--- config.mk ---
export PLATFORM = sky130hd
export DESIGN_NAME = bin_dec_serial
export DESIGN_NICKNAME = d
export VERILOG_FILES = /design/src/rtl/bds_pkg.sv /design/src/rtl/bds_rst_sync.sv /design/src/rtl/bds_place_ctrl.sv /design/src/rtl/bds_sub_unit.sv /design/src/rtl/bds_out_stage.sv /design/src/rtl/bin_dec_serial.sv
export SDC_FILE = /design/constraint.sdc
export NUM_CORES = 1
export LEC_CHECK = 0
export BUFFER_PORTS_ARGS = -buffer_cell sky130_fd_sc_hd__buf_2
export CAP_MARGIN = 0
export CORE_MARGIN = 2
export CORE_UTILIZATION = 45
export CTS_BUF_LIST = sky130_fd_sc_hd__clkbuf_4 sky130_fd_sc_hd__clkbuf_8
export CTS_CLUSTER_DIAMETER = 60
export DETAILED_ROUTE_END_ITERATION = 8
export GPL_TIMING_DRIVEN = 0
export PLACE_DENSITY = 0.67
export SYNTH_ARGS = -nofsm -noshare
export SYNTH_HDL_FRONTEND = slang
export SYNTH_SLANG_ARGS = --single-unit
--- constraint.sdc ---
create_clock -name clk -period 0.8 [get_ports clk]
set_input_delay 0.04 -clock clk [delete_from_list [all_inputs] [get_ports clk]]
set_output_delay 0.04 -clock clk [all_outputs]
set_load 0.03 [all_outputs]
--- src/rtl/bds_pkg.sv ---
package bds_pkg;

  typedef enum logic [1:0] {
    ST_IDLE = 2'd0,
    ST_RUN  = 2'd1,
    ST_GAP  = 2'd2
  } conv_state_e;

  // Decimal digits needed for the largest value of a w-bit word.
  function automatic int digits_for_width(input int w);
    longint m;
    int n;
    m = (longint'(1) << w) - 1;
    n = 1;
    while (m >= 10) begin
      m = m / 10;
      n = n + 1;
    end
    return n;
  endfunction

  function automatic longint pow10(input int e);
    longint r;
    r = 1;
    for (int i = 0; i < e; i++) r = r * 10;
    return r;
  endfunction

endpackage

--- src/rtl/bds_rst_sync.sv ---
module bds_rst_sync (
  input  logic clk,
  input  logic rst_n,
  output logic rst_n_sync
);
  logic [1:0] sync_q;

  always_ff @(posedge clk or negedge rst_n) begin
    if (!rst_n) sync_q <= 2'b00;
    else        sync_q <= {sync_q[0], 1'b1};
  end

  assign rst_n_sync = sync_q[1];
endmodule

--- src/rtl/bds_place_ctrl.sv ---
module bds_place_ctrl
  import bds_pkg::*;
#(
  parameter int IN_W    = 8,
  parameter int NUM_DIG = 3,
  parameter int IDX_W   = 2
) (
  input  logic            clk,
  input  logic            rst_n,
  input  logic            load_i,
  input  logic            less_i,
  output logic [IN_W-1:0] pow_o,
  output logic            run_o,
  output logic            emit_o,
  output logic            last_o
);
  localparam logic [IDX_W-1:0] LAST_IDX = IDX_W'(NUM_DIG - 1);

  conv_state_e     state_q, state_d;
  logic [IDX_W-1:0] idx_q, idx_d;
  logic [IN_W-1:0]  pow_tab [NUM_DIG];

  // Power-of-ten table: place 0 holds the highest power.
  for (genvar g = 0; g < NUM_DIG; g++) begin : g_pow
    assign pow_tab[g] = IN_W'(pow10(NUM_DIG - 1 - g));
  end

  assign pow_o  = pow_tab[idx_q];
  assign run_o  = (state_q == ST_RUN) && !load_i;
  assign emit_o = run_o && less_i;
  assign last_o = (idx_q == LAST_IDX);

  always_comb begin
    state_d = state_q;
    idx_d   = idx_q;
    if (load_i) begin
      state_d = ST_RUN;
      idx_d   = '0;
    end else begin
      unique case (state_q)
        ST_RUN: begin
          if (less_i) begin
            if (last_o) begin
              state_d = ST_IDLE;
              idx_d   = '0;
            end else begin
              state_d = ST_GAP;
              idx_d   = idx_q + IDX_W'(1);
            end
          end
        end
        ST_GAP:  state_d = ST_RUN;
        default: state_d = ST_IDLE;
      endcase
    end
  end

  always_ff @(posedge clk or negedge rst_n) begin
    if (!rst_n) begin
      state_q <= ST_IDLE;
      idx_q   <= '0;
    end else begin
      state_q <= state_d;
      idx_q   <= idx_d;
    end
  end
endmodule

--- src/rtl/bds_sub_unit.sv ---
module bds_sub_unit #(
  parameter int IN_W  = 8,
  parameter int DIG_W = 4
) (
  input  logic             clk,
  input  logic             rst_n,
  input  logic             load_i,
  input  logic [IN_W-1:0]  value_i,
  input  logic [IN_W-1:0]  pow_i,
  input  logic             run_i,
  output logic             less_o,
  output logic [DIG_W-1:0] count_o
);
  logic [IN_W-1:0]  rem_q, rem_d;
  logic [DIG_W-1:0] cnt_q, cnt_d;
  logic             rem_en, sub_en;

  assign less_o  = (rem_q < pow_i);
  assign count_o = cnt_q;
  assign sub_en  = run_i && !less_o;
  assign rem_en  = load_i || sub_en;

  always_comb begin
    rem_d = rem_q;
    cnt_d = cnt_q;
    if (load_i) begin
      rem_d = value_i;
      cnt_d = '0;
    end else if (sub_en) begin
      rem_d = rem_q - pow_i;
      cnt_d = cnt_q + DIG_W'(1);
    end else if (run_i) begin
      cnt_d = '0;
    end
  end

  always_ff @(posedge clk or negedge rst_n) begin
    if (!rst_n) begin
      rem_q <= '0;
    end else if (rem_en) begin
      rem_q <= rem_d;
    end
  end

  always_ff @(posedge clk or negedge rst_n) begin
    if (!rst_n) cnt_q <= '0;
    else        cnt_q <= cnt_d;
  end
endmodule

--- src/rtl/bds_out_stage.sv ---
module bds_out_stage #(
  parameter int DIG_W = 4
) (
  input  logic             clk,
  input  logic             rst_n,
  input  logic             load_i,
  input  logic             emit_i,
  input  logic             last_i,
  input  logic [DIG_W-1:0] count_i,
  output logic [DIG_W-1:0] digit_o,
  output logic             vld_o,
  output logic             done_o
);
  logic [DIG_W-1:0] digit_q, digit_d;
  logic             vld_d, done_d;
  logic             vld_q, done_q;

  always_comb begin
    digit_d = digit_q;
    vld_d   = 1'b0;
    done_d  = done_q;
    if (load_i) begin
      digit_d = '0;
      done_d  = 1'b0;
    end else if (emit_i) begin
      digit_d = count_i;
      vld_d   = 1'b1;
      if (last_i) done_d = 1'b1;
    end
  end

  always_ff @(posedge clk or negedge rst_n) begin
    if (!rst_n) begin
      digit_q <= '0;
      vld_q   <= 1'b0;
      done_q  <= 1'b0;
    end else begin
      digit_q <= digit_d;
      vld_q   <= vld_d;
      done_q  <= done_d;
    end
  end

  assign digit_o = digit_q;
  assign vld_o   = vld_q;
  assign done_o  = done_q;
endmodule

--- src/rtl/bin_dec_serial.sv ---
module bin_dec_serial
  import bds_pkg::*;
#(
  parameter int IN_W  = 8,
  parameter int DIG_W = 4
) (
  input  logic             clk,
  input  logic             rst_n,
  input  logic             load_i,
  input  logic [IN_W-1:0]  value_i,
  output logic [DIG_W-1:0] digit_o,
  output logic             digit_vld_o,
  output logic             done_o
);
  localparam int NUM_DIG = digits_for_width(IN_W);
  localparam int IDX_W   = (NUM_DIG > 1) ? $clog2(NUM_DIG) : 1;

  logic             rst_n_int;
  logic [IN_W-1:0]  pow;
  logic             run, emit, last, less;
  logic [DIG_W-1:0] count;

  bds_rst_sync u_rst (
    .clk        (clk),
    .rst_n      (rst_n),
    .rst_n_sync (rst_n_int)
  );

  bds_place_ctrl #(.IN_W(IN_W), .NUM_DIG(NUM_DIG), .IDX_W(IDX_W)) u_ctrl (
    .clk    (clk),
    .rst_n  (rst_n_int),
    .load_i (load_i),
    .less_i (less),
    .pow_o  (pow),
    .run_o  (run),
    .emit_o (emit),
    .last_o (last)
  );

  bds_sub_unit #(.IN_W(IN_W), .DIG_W(DIG_W)) u_sub (
    .clk     (clk),
    .rst_n   (rst_n_int),
    .load_i  (load_i),
    .value_i (value_i),
    .pow_i   (pow),
    .run_i   (run),
    .less_o  (less),
    .count_o (count)
  );

  bds_out_stage #(.DIG_W(DIG_W)) u_out (
    .clk     (clk),
    .rst_n   (rst_n_int),
    .load_i  (load_i),
    .emit_i  (emit),
    .last_i  (last),
    .count_i (count),
    .digit_o (digit_o),
    .vld_o   (digit_vld_o),
    .done_o  (done_o)
  );
endmodule

# Word level (Yosys, flattened, before mapping)
# Cells that the tools add are included.
[totals] inputBits=11 reg_bits=24 mem_bits_ro=0 mem_count=0 ramBits=0 latchBits=0 out_inout_bits=6
[classes] n_mux=23 shift=0 n_div=0 eq_ne=4 addsub=3 bitwise_logic=1 magnitude_cmp=2 mul=0 n_reduce_logical=15
[op_table] operator="$mux W8" n=4
[op_table] operator="$mux W4" n=5
[op_table] operator="$bmux W8 S2" n=1
[op_table] operator="$mux W2" n=7
[op_table] operator="$reduce_bool A2 Y1" n=5
[op_table] operator="$lt A8 B8 Y1" n=1
[op_table] operator="$sub A8 B8 Y8" n=1
[op_table] operator="$reduce_and A2 Y1" n=3
[op_table] operator="$mux W1" n=5
[op_table] operator="$add A4 B1 Y4 const B" n=1
[op_table] operator="$eq A2 B2 Y1 const B" n=2
[op_table] operator="$pmux W2 S2" n=1
[op_table] operator="$ge A3 B3 Y1 const B" n=1
[op_table] operator="$logic_and A1 B1 Y1" n=3
[op_table] operator="$ne A3 B2 Y1 const B" n=1
[op_table] operator="$not A2 Y3" n=1
[op_table] operator="$reduce_bool A3 Y1" n=1
[op_table] operator="$add A2 B1 Y2 const B" n=1
[op_table] operator="$eq A2 B1 Y1 const B" n=1
[op_table] operator="$logic_not A1 Y1" n=2
[op_table] operator="$logic_or A1 B1 Y1" n=1

# Longest topological paths before layout
[depth] ltp_word=9 depth_mapped=10 ltp_nobuf=9

# Modules after synthesis
# From an unflattened synthesis, not the netlist that was laid out.
[hier_totals] cells_unflattened=159 hier_area_um2=1542.7
[modules_own_cells] module="bds_sub_unit" cells_each=110 n_inst=1 area_each_um2=984.7
[modules_own_cells] module="bds_place_ctrl" cells_each=28 n_inst=1 area_each_um2=272.8
[modules_own_cells] module="bds_out_stage" cells_each=18 n_inst=1 area_each_um2=231.5
[modules_own_cells] module="bds_rst_sync" cells_each=3 n_inst=1 area_each_um2=53.8

# Worst setup path after synthesis
# No wires, ideal clock.
[synth_timing] kind="reg2reg" startpoint="reg u_ctrl.idx_q[0]" endpoint="reg u_sub.rem_q[6]" path_buffers=0 arrival_time_ns=2.218 path_stages_with_launch=8 slack_ns=-1.543 synth_period_minus_slack_ns=2.343 setup_ns=0.125 path_cell_list="dfrtp_1 > or2_2 > ha_1 > nand2_1 > a211o_1 > a21oi_2 > mux2_1 > mux2_2"
[synth_between] elab_chain_cells=9
[synth_lines] item="from (decl)" line="bds_place_ctrl.sv:20" text="logic [IDX_W-1:0] idx_q, idx_d;"
[synth_lines] item="from (signal assigned)" line="bds_place_ctrl.sv:64" text="idx_q <= idx_d;"
[synth_lines] item="$not A2 Y3 (implied by the code) *" line="bds_place_ctrl.sv:28" text="assign pow_o = pow_tab[idx_q];"
[synth_lines] item="$bmux W8 S2 *" line="bds_place_ctrl.sv:28"
[synth_lines] item="$mux W8 (implied by the code) * (2 in series)" line="bds_place_ctrl.sv:28"
[synth_lines] item="$lt A8 B8 Y1" line="bds_sub_unit.sv:18" text="assign less_o = (rem_q < pow_i);"
[synth_lines] item="$logic_not A1 Y1" line="bds_sub_unit.sv:20" text="assign sub_en = run_i && !less_o;"
[synth_lines] item="$logic_and A1 B1 Y1" line="bds_sub_unit.sv:20"
[synth_lines] item="$reduce_bool A2 Y1 (no line) or $logic_or A1 B1 Y1 (tied branches)"
[synth_lines] item="$reduce_and A2 Y1 (no line)"
[synth_lines] item="to (signal assigned)" line="bds_sub_unit.sv:41" text="rem_q <= rem_d;"
[synth_lines] item="to (decl)" line="bds_sub_unit.sv:14" text="logic [IN_W-1:0] rem_q, rem_d;"
# Mark *: on every way between the ends. The rest lies on a longest branch, timed or not. The select of a mux whose other input is x is not followed.
# A chain may end at the register's enable or synchronous reset.

# Worst setup path in the final report
# Same ends and word-level chain as after synthesis.

==> flow_summary.json <==
{
  "path_max_fanout": 4,
  "overflow": 0,
  "crit_path_start_kind": "register",
  "drv_cap": 0,
  "multi_input_area_um2": 876,
  "post-route-cell-area_mm2": 0.00199,
  "reg2reg_to": "u_sub.rem_q[6]$_DFFE_PN0P_",
  "yosysUniqueCellTypes": 39,
  "layout_common_cells": "22 x dfrtp_1, 15 x buf_4, 13 x nand2_1",
  "crit_path_end_kind": "register",
  "routedWlPerCell_um": 15.1,
  "synth_top_cell_area_share": 0.460,
  "seq_area_frac_synth": 0.460,
  "worstSetupPathType": "register to register",
  "detail-route-antenna-nets": 0,
  "clock_latency_ns": 0.32,
  "avgSynthCellArea_um2": 10.2,
  "crit_family": "multiplexers",
  "tritoncts": "built",
  "clkSinkCount": 24,
  "vias": 1139,
  "core_area_mm2": 0.00276,
  "die_w_um": 57.9,
  "post-route-period-util": 2.92,
  "grt_pass1_vias": 1104,
  "hold_path_class": "input port to register",
  "drive_above_1_share": 0.407,
  "cp_slowest_cell": "dfrtp_2",
  "antenna_found_initial": 0,
  "period_minus_slack_ns": 2.33,
  "die-area_mm2": 0.00335,
  "drt-total-wl_mm": 3.14,
  "synth_edf_count": 0,
  "grt_max_degree": 23,
  "synth-main-ff-cell": "dfrtp_1",
  "regArea_um2": 603,
  "cp.required_ns": 1.02,
  "cts_buffers": 3,
  "clkTransAtPathRegs_ns": 0.13,
  "setup_ws_ns": -1.53,
  "hold_path_end": "u_sub.rem_q[7]$_DFFE_PN0P_",
  "finClkSkew_ns": 0.00123,
  "cpPeakStageDelay_ns": 0.47,
  "violations": "setup timing",
  "gp_congestion": 0.798,
  "drcViolationCount": 0,
  "htreeDepth": 1,
  "path_cells": "or2_4 -> ha_4 -> nand2_1 -> a211o_1 -> a21oi_4 -> mux2_4 -> mux2_4",
  "n_fill_cell": 191,
  "power_density_mw_per_mm2": 5070,
  "worstPathArrival_ns": 2.55,
  "crit_top_cell": "mux2_4",
  "leakage_nw": 0.885,
  "drv_slew": 0,
  "final_util": 0.722,
  "grtUsageTotal": 0.206,
  "area_delta_synth_final_pct": 52.5,
  "run_status": "complete, but fails checks",
  "viasPerCell": 5.48,
  "holdCritStartpoint": "value_i[7]",
  "whs_path_depth": 3,
  "maxSlewHeadroom": 0.554,
  "place_area_mm2": 0.00148,
  "final_common_cell": "dfrtp_1",
  "async_reset_ff_frac": 1.00,
  "start_util": 0.474,
  "fmax_mhz": 428,
  "yosys_warnings": 0,
  "hold_viol_final": 0,
  "yosysTopAreaCell": "dfrtp_1",
  "nNetsFinal": 197,
  "post-dp-hpwl_mm": 1.87,
  "crit_buf_inv": 0,
  "first_iter_violations": 24,
  "setup_viol": 28,
  "ys_ff_latch": 24,
  "ctsRootBufferMaster": "clkbuf_4",
  "die_h_um": 57.9,
  "setup_tns_ns": -31.70,
  "syn_inst": 128,
  "tightest_slew_ns": 0.670,
  "rows": 19,
  "clk_path_buf_depth": 2,
  "grt_pass1_wl_mm": 5.15,
  "rsz0062_at_grt": "true",
  "place_inst": 174,
  "timing.rr.start": "u_ctrl.idx_q[0]$_DFFE_PN0P_",
  "irDropWorstVdd_v": 0.00464,
  "numPortBuffers": 15,
  "synthesis.nets": 147,
  "synth_area_mm2": 0.00131,
  "diodes": 0,
  "first_pass_iters": 4,
  "ys_top_cells_by_area": "dfrtp_1 46%, ha_1 6.7%, nand2_1 4.0%",
  "pin_count": 17,
  "rr_worst_depth": 7,
  "place_worst_setup_slack_ns": -1.66,
  "final_cells": 208,
  "reg2reg_slack_ns": -1.53
}
-- tightest hold or removal path, stage by stage --
cell      delay (ns)
buf_2           0.07
nand2b_1        0.09
o31a_1          0.12
-- power breakdown --
group	internal, W	total [W]	switching (W)	leakage (nW)
Combinational	0.00398	0.00750	0.00353	0.559
Sequential	0.00159	0.00195	0.000364	0.306
Clock	0.000279	0.000640	0.000361	0.0210
Total	0.00585	0.0101	0.00425	0.885
-- worst max-delay path by stage --
stage                                startpoint                         end  cells after the start
floorplan           u_ctrl.idx_q[1]$_DFFE_PN0P_  u_sub.rem_q[6]$_DFFE_PN0P_                      9
global placement    u_ctrl.idx_q[1]$_DFFE_PN0P_  u_sub.rem_q[1]$_DFFE_PN0P_                     10
CTS                 u_ctrl.idx_q[0]$_DFFE_PN0P_  u_sub.rem_q[6]$_DFFE_PN0P_                     10
global route        u_ctrl.idx_q[0]$_DFFE_PN0P_  u_sub.rem_q[6]$_DFFE_PN0P_                      7
finish              u_ctrl.idx_q[0]$_DFFE_PN0P_  u_sub.rem_q[6]$_DFFE_PN0P_                      7
detailed placement  u_ctrl.idx_q[1]$_DFFE_PN0P_  u_sub.rem_q[2]$_DFFE_PN0P_                     10
-- flip-flops by register name, indices dropped and copies added (netlist names) --
signal and cells:
u_sub.count_o 4, u_ctrl.state_q 2, u_out.vld_o 1, u_out.done_o 1, u_out.digit_o 4, u_sub.rem_q 8
u_ctrl.idx_q 2, u_rst.sync_q 2
-- cell usage after synthesis, types with 3 or more instances --
cell type / number
mux2i_1: 4
clkbuf_1: 3
o21ai_0: 4
dfrtp_1: 24
a21oi_1: 6
nand3_1: 3
nand2_1: 14
xor2_1: 4
a22o_1: 4
nor3_1: 4
nor2_1: 7
ha_1: 7
inv_1: 5
nand2b_1: 5
o31ai_1: 3
-- through the flow --
step           hold slack (ns)  total power, W
6_report                0.0221          0.0101
5_1_grt                 0.0378          0.0108
4_1_cts                0.00383         0.00902
3_5_place_dp            -0.173         0.00648
3_3_place_gp            -0.175         0.00635
2_1_floorplan           -0.256         0.00567
-- what timing repair did --
item / 4_1_cts / 5_1_grt
endpoints found under the setup margin: 50 / 28
setup buffers: 17 / 4
pin swaps: 16 / 8
hold endpoints to repair: 9 / 2
gates cloned: 0 / 0
hold buffers: 8 / 1
resized for setup: 38 / 16
-- cells by family (layout without fill, tap and decap cells) --
logic type / after synthesis / in the layout / synth area share
AND/OR/NAND/NOR: 40 / 40 / 0.147
AO/OA/AOI/OAI: 33 / 33 / 0.190
flip-flops: 24 / 24 / 0.460
buffers and inverters: 10 / 59 / 0.0307
adder cells (fa/ha/maj): 8 / 8 / 0.0824
XOR/XNOR: 6 / 6 / 0.0402
multiplexers: 6 / 6 / 0.0479
other: 1 / 1 / 0.00287
-- per-layer routing --
metal | GRT usage | up-vias | share of wire
met2 | 0.359 | 19 | 0.51
li1 | - | 560 | -
met4 | 0.0399 | 0 | 0.0089
met3 | 0.0536 | 4 | 0.031
met5 | 0 | - | 0
met1 | 0.260 | 556 | 0.45
-- area by class of cell --
| cell class | count | area share |
|---|---|---|
| Buffer | 5 | 0.0138 |
| Multi-Input combinational cell | 94 | 0.440 |
| Tap cell | 31 | 0.0195 |
| Inverter | 5 | 0.00942 |
| Timing Repair Buffer | 45 | 0.197 |
| Sequential cell | 24 | 0.303 |
| Clock buffer | 4 | 0.0182 |
(Power assumes the default switching activity.)
